===== src/rtl/swmem_pkg.sv =====
package swmem_pkg;

  typedef enum logic [3:0] {
    ST_CMD,
    ST_ADDR_WD,
    ST_ADDR_RD,
    ST_ADDR_WR,
    ST_ADDR_RR,
    ST_WR_DATA,
    ST_RD_DATA,
    ST_WR_REG,
    ST_RD_REG,
    ST_KEY_COPY,
    ST_KEY_LOCK,
    ST_KEY_STAT,
    ST_RD_STAT,
    ST_HALT
  } eng_state_t;

  localparam logic [7:0] OP_WR_DSP   = 8'h0F;
  localparam logic [7:0] OP_RD_DSP   = 8'hAA;
  localparam logic [7:0] OP_CP_DSP   = 8'h55;
  localparam logic [7:0] OP_LOAD_RD  = 8'hF0;
  localparam logic [7:0] OP_WR_RSP   = 8'h99;
  localparam logic [7:0] OP_RD_REG   = 8'hC3;
  localparam logic [7:0] OP_LOCK     = 8'h5A;
  localparam logic [7:0] OP_STATUS   = 8'h66;

  localparam logic [7:0] KEY_COPY    = 8'hA5;
  localparam logic [7:0] KEY_STATUS  = 8'h00;

  localparam logic [7:0] STAT_OPEN   = 8'hFF;
  localparam logic [7:0] STAT_LOCKED = 8'hFC;

endpackage


===== src/rtl/swmem_page.sv =====
module swmem_page #(
  parameter int DEPTH = 32,
  localparam int AW = $clog2(DEPTH)
) (
  input  logic          clk,
  input  logic          rst,
  input  logic          sp_we,
  input  logic [AW-1:0] sp_addr,
  input  logic [7:0]    sp_wdata,
  input  logic          load,
  input  logic          commit,
  input  logic          rd_main,
  input  logic [AW-1:0] rd_addr,
  output logic [7:0]    rd_data
);

  logic [7:0] sp_q   [DEPTH];
  logic [7:0] main_q [DEPTH];

  always_ff @(posedge clk) begin
    if (rst) begin
      for (int i = 0; i < DEPTH; i++) begin
        sp_q[i]   <= 8'h00;
        main_q[i] <= 8'h00;
      end
    end else begin
      for (int i = 0; i < DEPTH; i++) begin
        if (load)
          sp_q[i] <= main_q[i];
        else if (sp_we && sp_addr == AW'(i))
          sp_q[i] <= sp_wdata;
        if (commit)
          main_q[i] <= sp_q[i];
      end
    end
  end

  assign rd_data = rd_main ? main_q[rd_addr] : sp_q[rd_addr];

endmodule


===== src/rtl/swmem_busy_timer.sv =====
module swmem_busy_timer #(
  parameter int CYCLES = 2_000_000,
  localparam int CW = $clog2(CYCLES + 1)
) (
  input  logic clk,
  input  logic rst,
  input  logic start,
  output logic busy_o
);

  logic [CW-1:0] cnt_q;

  always_ff @(posedge clk) begin
    if (rst) begin
      busy_o <= 1'b0;
      cnt_q  <= '0;
    end else if (start && !busy_o) begin
      busy_o <= 1'b1;
      cnt_q  <= CW'(CYCLES - 1);
    end else if (busy_o) begin
      if (cnt_q == '0) busy_o <= 1'b0;
      else             cnt_q  <= cnt_q - 1'b1;
    end
  end

endmodule


===== src/rtl/swmem_cmd_engine.sv =====
module swmem_cmd_engine
  import swmem_pkg::*;
#(
  parameter int DATA_BYTES  = 32,
  parameter int REG_BYTES   = 8,
  parameter int PROG_CYCLES = 2_000_000
) (
  input  logic       clk,
  input  logic       rst,
  input  logic       bus_rst_i,
  input  logic       rx_valid_i,
  input  logic [7:0] rx_byte_i,
  input  logic       tx_req_i,
  output logic       tx_valid_o,
  output logic [7:0] tx_byte_o,
  output logic       busy_o
);

  localparam int DAW = $clog2(DATA_BYTES);
  localparam int RAW = $clog2(REG_BYTES);

  eng_state_t     state_q;
  logic [DAW-1:0] ptr_q;
  logic           lock_q;
  logic [7:0]     d_rd, r_rd;
  logic           rx_ok;
  logic           d_we, d_load, d_commit, r_we, r_commit;

  assign rx_ok    = rx_valid_i && !bus_rst_i;
  assign d_we     = rx_ok && state_q == ST_WR_DATA;
  assign d_load   = rx_ok && state_q == ST_CMD && !busy_o && rx_byte_i == OP_LOAD_RD;
  assign d_commit = rx_ok && state_q == ST_KEY_COPY && rx_byte_i == KEY_COPY;
  assign r_we     = rx_ok && state_q == ST_WR_REG && !lock_q;
  assign r_commit = rx_ok && state_q == ST_KEY_LOCK && rx_byte_i == KEY_COPY && !lock_q;

  swmem_page #(.DEPTH(DATA_BYTES)) data_pg_i (
    .clk(clk), .rst(rst),
    .sp_we(d_we), .sp_addr(ptr_q), .sp_wdata(rx_byte_i),
    .load(d_load), .commit(d_commit),
    .rd_main(1'b0), .rd_addr(ptr_q), .rd_data(d_rd)
  );

  swmem_page #(.DEPTH(REG_BYTES)) reg_pg_i (
    .clk(clk), .rst(rst),
    .sp_we(r_we), .sp_addr(ptr_q[RAW-1:0]), .sp_wdata(rx_byte_i),
    .load(1'b0), .commit(r_commit),
    .rd_main(lock_q), .rd_addr(ptr_q[RAW-1:0]), .rd_data(r_rd)
  );

  swmem_busy_timer #(.CYCLES(PROG_CYCLES)) timer_i (
    .clk(clk), .rst(rst),
    .start(d_commit || r_commit),
    .busy_o(busy_o)
  );

  always_ff @(posedge clk) begin
    if (rst) lock_q <= 1'b0;
    else if (r_commit) lock_q <= 1'b1;
  end

  always_ff @(posedge clk) begin
    if (rst) begin
      state_q    <= ST_CMD;
      ptr_q      <= '0;
      tx_valid_o <= 1'b0;
      tx_byte_o  <= 8'h00;
    end else begin
      tx_valid_o <= 1'b0;
      if (bus_rst_i) begin
        state_q <= ST_CMD;
      end else begin
        if (tx_req_i) begin
          case (state_q)
            ST_RD_DATA: begin
              tx_byte_o  <= d_rd;
              tx_valid_o <= 1'b1;
              ptr_q      <= ptr_q + 1'b1;
            end
            ST_RD_REG: begin
              tx_byte_o  <= r_rd;
              tx_valid_o <= 1'b1;
              ptr_q      <= DAW'(ptr_q[RAW-1:0] + RAW'(1));
            end
            ST_RD_STAT: begin
              tx_byte_o  <= lock_q ? STAT_LOCKED : STAT_OPEN;
              tx_valid_o <= 1'b1;
            end
            default: ;
          endcase
        end
        if (rx_valid_i) begin
          case (state_q)
            ST_CMD: begin
              if (busy_o) state_q <= ST_HALT;
              else begin
                case (rx_byte_i)
                  OP_WR_DSP:  state_q <= ST_ADDR_WD;
                  OP_RD_DSP:  state_q <= ST_ADDR_RD;
                  OP_LOAD_RD: state_q <= ST_ADDR_RD;
                  OP_CP_DSP:  state_q <= ST_KEY_COPY;
                  OP_WR_RSP:  state_q <= ST_ADDR_WR;
                  OP_RD_REG:  state_q <= ST_ADDR_RR;
                  OP_LOCK:    state_q <= ST_KEY_LOCK;
                  OP_STATUS:  state_q <= ST_KEY_STAT;
                  default:    state_q <= ST_HALT;
                endcase
              end
            end
            ST_ADDR_WD: begin
              ptr_q   <= rx_byte_i[DAW-1:0];
              state_q <= ST_WR_DATA;
            end
            ST_ADDR_RD: begin
              ptr_q   <= rx_byte_i[DAW-1:0];
              state_q <= ST_RD_DATA;
            end
            ST_ADDR_WR: begin
              ptr_q   <= DAW'(rx_byte_i[RAW-1:0]);
              state_q <= ST_WR_REG;
            end
            ST_ADDR_RR: begin
              ptr_q   <= DAW'(rx_byte_i[RAW-1:0]);
              state_q <= ST_RD_REG;
            end
            ST_WR_DATA: ptr_q <= ptr_q + 1'b1;
            ST_WR_REG:  ptr_q <= DAW'(ptr_q[RAW-1:0] + RAW'(1));
            ST_KEY_COPY, ST_KEY_LOCK: state_q <= ST_HALT;
            ST_KEY_STAT: state_q <= (rx_byte_i == KEY_STATUS) ? ST_RD_STAT : ST_HALT;
            default: ;
          endcase
        end
      end
    end
  end

endmodule


===== config.mk =====
export PLATFORM = sky130hd
export DESIGN_NAME = swmem_cmd_engine
export DESIGN_NICKNAME = d
export VERILOG_FILES = /design/src/rtl/swmem_pkg.sv /design/src/rtl/swmem_page.sv /design/src/rtl/swmem_busy_timer.sv /design/src/rtl/swmem_cmd_engine.sv
export SDC_FILE = /design/constraint.sdc
export NUM_CORES = 1
export LEC_CHECK = 0
export ABC_AREA = 1
export BUFFER_PORTS_ARGS = -buffer_cell sky130_fd_sc_hd__buf_2
export CAP_MARGIN = 5
export CORE_ASPECT_RATIO = 0.5
export CORE_MARGIN = 4
export CORE_UTILIZATION = 35
export CTS_BUF_LIST = sky130_fd_sc_hd__clkbuf_2
export DETAILED_ROUTE_END_ITERATION = 10
export MAX_ROUTING_LAYER = met4
export SLEW_MARGIN = 20
export SYNTH_ARGS = -nofsm -noshare
export SYNTH_HDL_FRONTEND = slang
export SYNTH_SLANG_ARGS = --single-unit

===== constraint.sdc =====
create_clock -name clk -period 10 [get_ports clk]
set_clock_uncertainty 0.15 [all_clocks]
set_input_delay 0.5 -clock clk [delete_from_list [all_inputs] [get_ports clk]]
set_output_delay 0.5 -clock clk [all_outputs]
set_load 0.02 [all_outputs]

**After elaboration in Yosys (flattened, before gate mapping)**

Memory sizes are Yosys's and may differ from the RTL's. A register that Yosys moved wholly into a read port is not among the register bits.
Cells that the tools add are included.

- Bits in writable memories: 640
- Word-level logic and storage cells: 566
- Memories kept: 4
- Output and inout bits: 10
- Register bits after elaboration: 41

Memory list:

| name | words | width | read ports | clocked after Yosys merged registers in | wr ports | line | text |
|---|---|---|---|---|---|---|---|
| data_pg_i.main_q | 32 | 8 | 32 | 0 | 32 | swmem_page.sv:18 | `logic [7:0] main_q [DEPTH];` |
| data_pg_i.sp_q | 32 | 8 | 33 | 1 | 32 | swmem_page.sv:17 | `logic [7:0] sp_q [DEPTH];` |
| reg_pg_i.main_q | 8 | 8 | 1 | 1 | 8 | swmem_page.sv:18 |  |
| reg_pg_i.sp_q | 8 | 8 | 9 | 1 | 8 | swmem_page.sv:17 |  |

- Bitwise operators: 115
- Add/subtract/negate cells: 3
- Multiplexer cells: 299
- Equal/unequal tests: 60
- Reduce and logical (&&, ||, !) cells: 77

Operators with widths:

| kind | number |
|---|---|
| 8-bit 2-to-1 mux | 113 |
| 1-bit 2-to-1 mux | 168 |
| 1-bit bitwise OR | 112 |
| 5-bit == test, second input constant | 16 |
| 21-bit 2-to-1 mux | 3 |
| 4-bit case mux with 7 select lines | 2 |
| 1-bit logical AND | 53 |
| 5-bit by 4-bit == test with 1-bit output, second input constant | 8 |
| 8-bit == test, second input constant | 5 |
| 8-bit by 7-bit == test with 1-bit output, second input constant | 3 |
| 8-bit case mux with 3 select lines | 1 |
| 21-bit zero test | 1 |
| 21-bit by 1-bit subtractor with 21-bit output, second input constant | 1 |
| 4-bit == test, second input constant | 5 |
| 5-bit by 3-bit == test with 1-bit output, second input constant | 4 |
| 5-bit 2-to-1 mux | 4 |
| 5-bit case mux with 4 select lines | 1 |
| 4-bit by 3-bit == test with 1-bit output, second input constant | 4 |
| 3-bit == test, second input constant | 4 |
| 3-bit 2-to-1 mux | 4 |
| 2-bit OR reduction | 6 |
| 5-bit by 2-bit == test with 1-bit output, second input constant | 2 |
| 5-bit case mux with 2 select lines | 1 |
| 4-bit by 2-bit == test with 1-bit output, second input constant | 2 |
| 23 further kinds | 31 |

**Depth between registers and ports, before layout**

Gate-level depths: netlist of run 1.

- Depth after elaboration: 10
- Gate-level depth with buffers: 14
- Mapped depth without buffers: 13

**Hierarchy**

From an unflattened synthesis of run 1, not the netlist that was laid out.

- Cells, all modules: 4,210
- Area, all modules: 35,698.0 µm²

Modules (own cells, without submodules):

| module | area each (µm²) | cells an instance | times used |
|---|---|---|---|
| swmem_page (data_pg_i) | 26,050.0 | 2,970 | 1 |
| swmem_page (reg_pg_i) | 6,637.6 | 747 | 1 |
| swmem_cmd_engine | 1,621.6 | 270 | 1 |
| swmem_busy_timer | 1,388.8 | 223 | 1 |

**Least setup slack after synthesis of run 1**

No wires, ideal clock.

- Path kind: in2reg
- Start: input rst
- End: memory data_pg_i.main_q[0][0], enable pin
- Setup slack: 2.309 ns
- Cell stages on the path: 5
- Buffers on the path: 3
- Setup time: 1.960 ns
- Arrival time: 5.581 ns
- Path through: buf_2 inv_2 clkbuf_1 buf_1 nand2_1

RTL lines:

| item | line | text |
|---|---|---|
| start: declaration | swmem_cmd_engine.sv:9 | `input logic rst,` |
| end: declaration | swmem_page.sv:18 |  |

==> results of run 1 <==
[through the flow]
step	cell area (µm²)	util
6_report	35300	0.387
5_1_grt	35300	0.387
4_1_cts	35300	0.387
3_5_place_dp	33500	0.368
3_3_place_gp	33500	0.368
2_1_floorplan	32400	-
[worst max-delay path: cells and delay by family (launching register included)]
kind / cells / cell delay [ps]
buffers and inverters: 3 / 1860
and+or+nand+nor: 7 / 780
AOI/OAI and AO/OA: 1 / 150
DFF: 1 / 590
[registers in the layout (all words and copies together) (netlist names), named ones only]
register / count
lock_q: 1
reg_pg_i.main_q: 64
ptr_q: 5
tx_byte_o: 8
data_pg_i.main_q: 256
timer_i.cnt_q: 21
tx_valid_o: 1
data_pg_i.sp_q: 256
state_q: 4
reg_pg_i.sp_q: 64
timer_i.busy_o: 1
[cell families after synthesis]
logic type / count (synthesis)
and+or+nand+nor: 1625
buffers and inverters: 790
DFF: 686
AOI/OAI and AO/OA: 358
adders and majority gates: 10
xor gates and xnor gates: 7
[what timing repair did]
| item | in CTS | in global routing |
|---|---|---|
| endpoints found under the hold margin | 369 | 0 |
| setup buffers | 0 | 0 |
| hold buffers | 28 | 0 |
[placed cells by master, fill, tap and decap left out, types with 12 or more instances in the layout]
| master | count |
|---|---|
| a21oi_1 | 47 |
| inv_2 | 14 |
| buf_4 | 27 |
| nand4_1 | 12 |
| nand3_1 | 459 |
| inv_1 | 572 |
| nor2_1 | 498 |
| clkinv_1 | 33 |
| o21ai_0 | 66 |
| o211ai_1 | 18 |
| dlygate4sd3_1 | 27 |
| buf_2 | 21 |
| o22ai_1 | 136 |
| nand2_1 | 597 |
| o21ai_1 | 82 |
| nand3_2 | 24 |
| dfxtp_1 | 43 |
| edfxtp_1 | 640 |
| clkbuf_2 | 239 |
[final timing paths]
path                           startpoint                     to  slack (ps)  cells past startpoint
setup reg to reg                     flop           tx_byte_o[1]        6330                     11
hold reg to reg   data_pg_i.main_q[4][20]  data_pg_i.sp_q[18][4]         360                      2
hold / removal                 rx_valid_i                   flop         190                      6
setup / recovery                     flop           tx_byte_o[1]        6330                     11
[area by class of cell]
type | count | area [µm²]
Clock buffer | 239 | 1200
Timing Repair Buffer | 78 | 638
Tap cell | 1240 | 1550
Clock inverter | 42 | 267
Antenna cell | 2 | 5.00
Multi-Input combinational cell | 2000 | 9260
Sequential cell | 686 | 20100
Fill cell | 9176 | 55900
Inverter | 592 | 2230
[power by group through the flow]
stage	clock [mW]	sequential, mW	combinational (mW)
after detailed placement	0	3.36	0.387
after CTS	1.92	3.30	0.399
after floorplan	0	3.36	0.252
final	1.88	3.30	0.403
after global placement	0	3.36	0.384
after global routing	2.08	3.31	0.440
[metal layers]
layer,vias up,wire length [µm],track usage
met2,1220,40700,0.279
met4,0,2980,0.0785
met1,12000,40600,0.259
met5,-,0,-
li1,11700,-,-
met3,179,8730,0.0456
[synthesized netlist by cell type (all sizes together), types with 13 or more instances]
cell    number  area share
nand3      484       0.079
nand4       13      0.0027
dfxtp       46       0.028
edfxtp     640        0.59
nor2       506       0.061
o211ai      18      0.0042
inv        588       0.068
a21oi       48      0.0075
buf         76       0.011
o21ai      148       0.023
o22ai      136       0.026
nand2      602       0.070
clkbuf     122       0.014
==> results.json, run 1 <==
{
  "status": "completed",
  "drtPass1Iterations": 6,
  "setup_violations": 0,
  "p_leak_nw": 14.6,
  "intPower_mw": 4.06,
  "p_total_mw": 5.58,
  "grt_start_max_net_pins": 151,
  "io_pins": 23,
  "grt_pass1_wl_um": 142000,
  "finalMaxSlewViolations": 0,
  "critPathRequiredTime_ps": 11110,
  "tns_ps": 0,
  "cts_resized": 0,
  "synthAdderAreaFrac": 0.00386,
  "power-per-cell-area_nw_per_um2": 158,
  "worstPathArrival_ps": 4770,
  "avgRoutedWirePerCell_um": 19.1,
  "ys_seq_area_frac": 0.622,
  "tightest_slew_ps": 1120,
  "start_util": 0.355,
  "synth-seq-cells": 686,
  "fp.dieW_um": 438,
  "crit_path_top_delay_cell": "buf_4",
  "clockPowerShare": 0.337,
  "clk_path_buf_depth": 3,
  "cts-buffers-inserted": 167,
  "drive_gt1_frac": 0.101,
  "cts_tree": "yes",
  "final_cell_count_no_fill": 4879,
  "cts.sinks": 686,
  "grt_usage": 0.193,
  "io_buffers": 22,
  "cts_root_buf": "clkbuf_2",
  "grt_pass1_vias": 24100,
  "crit_type": "reg2reg",
  "yosysWarnings": 0,
  "syn_area_um2": 32400,
  "yosys.area_share.xor_xnor": 0.00189,
  "preCtsSetupSlack_ps": 5940,
  "swShare": 0.272,
  "drc": 0,
  "clk_pin_slew_ps": 100,
  "power_switching_mw": 1.52,
  "syn_area_per_cell_um2": 9.32,
  "syn-num-nets": 3499,
  "hold_slack_ps": 193,
  "syn_inst": 3476,
  "relSlewSlack": 0.255,
  "synth_flop_cell": "edfxtp_1",
  "hold_viol_final": 0,
  "drt_wl_total_um": 93000,
  "drv_cap": 0,
  "setup_ws_ps": 6330,
  "synth_edf_count": 640,
  "drtIter0Drc": 2685,
  "viasPerCell": 5.14,
  "fin_crit_sh": 0.367,
  "synth.mux.area_fraction": 0,
  "synth_top_family_by_area": "simple AND/OR/NAND/NOR gates",
  "cp-end-kind": "flop",
  "die_y_um": 223,
  "antenna_found_initial": 2,
  "synth.distinct_cells": 43,
  "clock_latency_ps": 1370,
  "worst_path_most_repeated_cell": "nand3_1",
  "cp-start-kind": "flop",
  "hold_class": "in2reg",
  "fp-row-count": 78,
  "path_cells": "inv_4 -> buf_4 -> buf_4 -> nand2_1 -> nand3_1 -> nand3_1 -> nand3_1 -> nand2_1 -> nand2_1 -> nand3_1 -> a21oi_1",
  "power_frac_seq": 0.590,
  "comb_power_share": 0.072,
  "path_max_fanout": 74,
  "antenna_left": 0,
  "fin_crit_ps": 3670,
  "hpwl_um": 55600,
  "rsz0062_at_grt": "false",
  "dp.cells": 4568,
  "place.gp.congestion": 0.887,
  "grt-ovfl-total": 0,
  "slowest_delay_ps": 720,
  "async_flop_share": 0,
  "nets": 3548,
  "vdd_drop_max_mv": 0.0858,
  "htree_levels": 4,
  "core_um2": 91200,
  "dieArea_um2": 97800,
  "max_freq_mhz": 273,
  "synth-simple-area-share": 0.216,
  "area_growth_pct": 8.96,
  "via_count": 25100,
  "synth_compound_area_frac": 0.0627
}
No activity file was read; power rests on OpenSTA's default activity.
==> run 2, diff against run 1 <==
==> constraint.sdc (replaced) <==
create_clock -name clk -period 3.1 [get_ports clk]
set_clock_uncertainty 0.15 [all_clocks]
set_input_delay 0.155 -clock clk [delete_from_list [all_inputs] [get_ports clk]]
set_output_delay 0.155 -clock clk [all_outputs]
set_load 0.02 [all_outputs]
==> results.json, run 2 (same netlist as run 1, synthesis figures left out) <==
{
  "status": "completed",
  "avgRoutedWirePerCell_um": 18.6,
  "place.gp.congestion": 0.924,
  "worstPathArrival_ps": 3850,
  "cts.sinks": 686,
  "clk_pin_slew_ps": 120,
  "nets": 3600,
  "start_util": 0.355,
  "layout_commonest_cell": "edfxtp_1",
  "power-per-cell-area_nw_per_um2": 499,
  "regToRegSetupSlack_ps": 220,
  "path_max_fanout": 8,
  "setup_ws_ps": 164,
  "tightest_slew_ps": 1040,
  "drive_gt1_frac": 0.111,
  "hold_slack_ps": 197,
  "antenna_left": 0,
  "reg.largest.list": "data_pg_i.main_q: 256 flops, data_pg_i.sp_q: 256 flops",
  "cts_tree": "yes",
  "htree_levels": 4,
  "fin_crit_sh": 0.947,
  "hpwl_um": 55600,
  "clock_latency_ps": 1390,
  "fillers": 9106,
  "antenna_found_initial": 2,
  "hold_viol_final": 0,
  "grt_usage": 0.190,
  "fp.dieW_um": 438,
  "tns_ps": 0,
  "io_buffers": 22,
  "vdd_drop_max_mv": 0.338,
  "setup_violations": 0,
  "layout_common_cells": "640 x edfxtp_1, 597 x nand2_1, 573 x inv_1",
  "io_pins": 23,
  "grt-ovfl-total": 0,
  "rsz0062_at_grt": "false",
  "drv_cap": 0,
  "relSlewSlack": 0.300,
  "viasPerCell": 5.05,
  "preCtsSetupSlack_ps": 420,
  "fp-row-count": 78,
  "finalMaxSlewViolations": 0,
  "critPathRequiredTime_ps": 4010,
  "grt_pass1_wl_um": 140000,
  "clk_path_buf_depth": 3,
  "post-route-util": 0.394,
  "area_growth_pct": 11.0,
  "drt_wl_total_um": 91900,
  "cts-buffers-inserted": 164,
  "cts_root_buf": "clkbuf_2",
  "fin_crit_ps": 2940,
  "drc": 0,
  "hold_class": "in2reg",
  "drtPass1Iterations": 6,
  "grt_start_max_net_pins": 144,
  "die_y_um": 223,
  "cp-start-kind": "input port",
  "via_count": 25000,
  "core_um2": 91200,
  "p_leak_nw": 14.9,
  "dieArea_um2": 97800,
  "crit_type": "in2reg",
  "grt_pass1_vias": 23900,
  "max_freq_mhz": 341,
  "cp-end-kind": "flop",
  "drtIter0Drc": 2849
}
## run 2: cell types whose count changed in the layout (fill, tap and decap cells not counted), sizes merged
cell,change
inv,+4
clkbuf,-3
clkinvlp,-2
nor2,+1
clkinv,+12
buf,+48
diode,+6
bufinv,-2
dlygate4sd3,+6
## run 2: path summary, 6_finish.rpt
check	start	end	depth (start not counted)
max	rx_byte_i[7]	data_pg_i.sp_q[1][3]	12
min	rx_byte_i[6]	data_pg_i.sp_q[25][6]	5
max reg2reg	state_q[0]	data_pg_i.sp_q[2][0]	10
min reg2reg	data_pg_i.main_q[5][19]	data_pg_i.sp_q[22][3]	2
## run 2: metrics by stage
step           area, µm²  std cells  power (mW)
2_1_floorplan      32400       3476        11.6
3_3_place_gp       34100       4614        12.1
3_5_place_dp       34100       4614        12.1
4_1_cts            35900       4938        18.1
5_1_grt            36000       4948        18.7
6_report           36000       4949        17.9
## run 2: final cells by class
type | instances | area, µm² | area share
sequential | 686 | 20100 | 0.560
multi-input combinational | 2001 | 9270 | 0.258
inverter | 592 | 2230 | 0.0619
tap | 1240 | 1550 | 0.0431
timing repair buffer | 132 | 1300 | 0.0360
clock buffer | 236 | 1180 | 0.0328
clock inverter | 54 | 259 | 0.00720
antenna | 8 | 20.0 | 0.000557
## run 2: what timing repair did
item / CTS / global route
endpoints found under the hold margin: 1233 / 21
setup buffers: 0 / 2
gates resized for setup: 0 / 1
setup endpoints to repair: 0 / 11
hold buffers: 34 / 2
## run 2: worst max-delay path: stages
cell and delay [ps]:
dlygate4sd3_1 520, buf_2 110, dlygate4sd3_1 760, nand2_1 90, inv_1 80, nand3_1 60
dlygate4sd3_1 570, nor2_1 240, buf_4 180, dlygate4sd3_1 590, nand3_1 220, nand3_2 280
## run 2: where the power goes
part / total (mW) / leakage [nW] / switching, mW / internal, mW
clock: 5.96 / 1.10 / 3.82 / 2.14
combinational: 1.35 / 6.85 / 1.00 / 0.349
sequential: 10.6 / 6.95 / 0.124 / 10.5
## run 2: metal layers
layer	vias to the layer above	part of all wire	track usage
met4	0	0.025	0.0619
li1	11800	-	-
met1	11900	0.44	0.260
met2	1078	0.44	0.282
met5	-	0	-
met3	186	0.086	0.0384
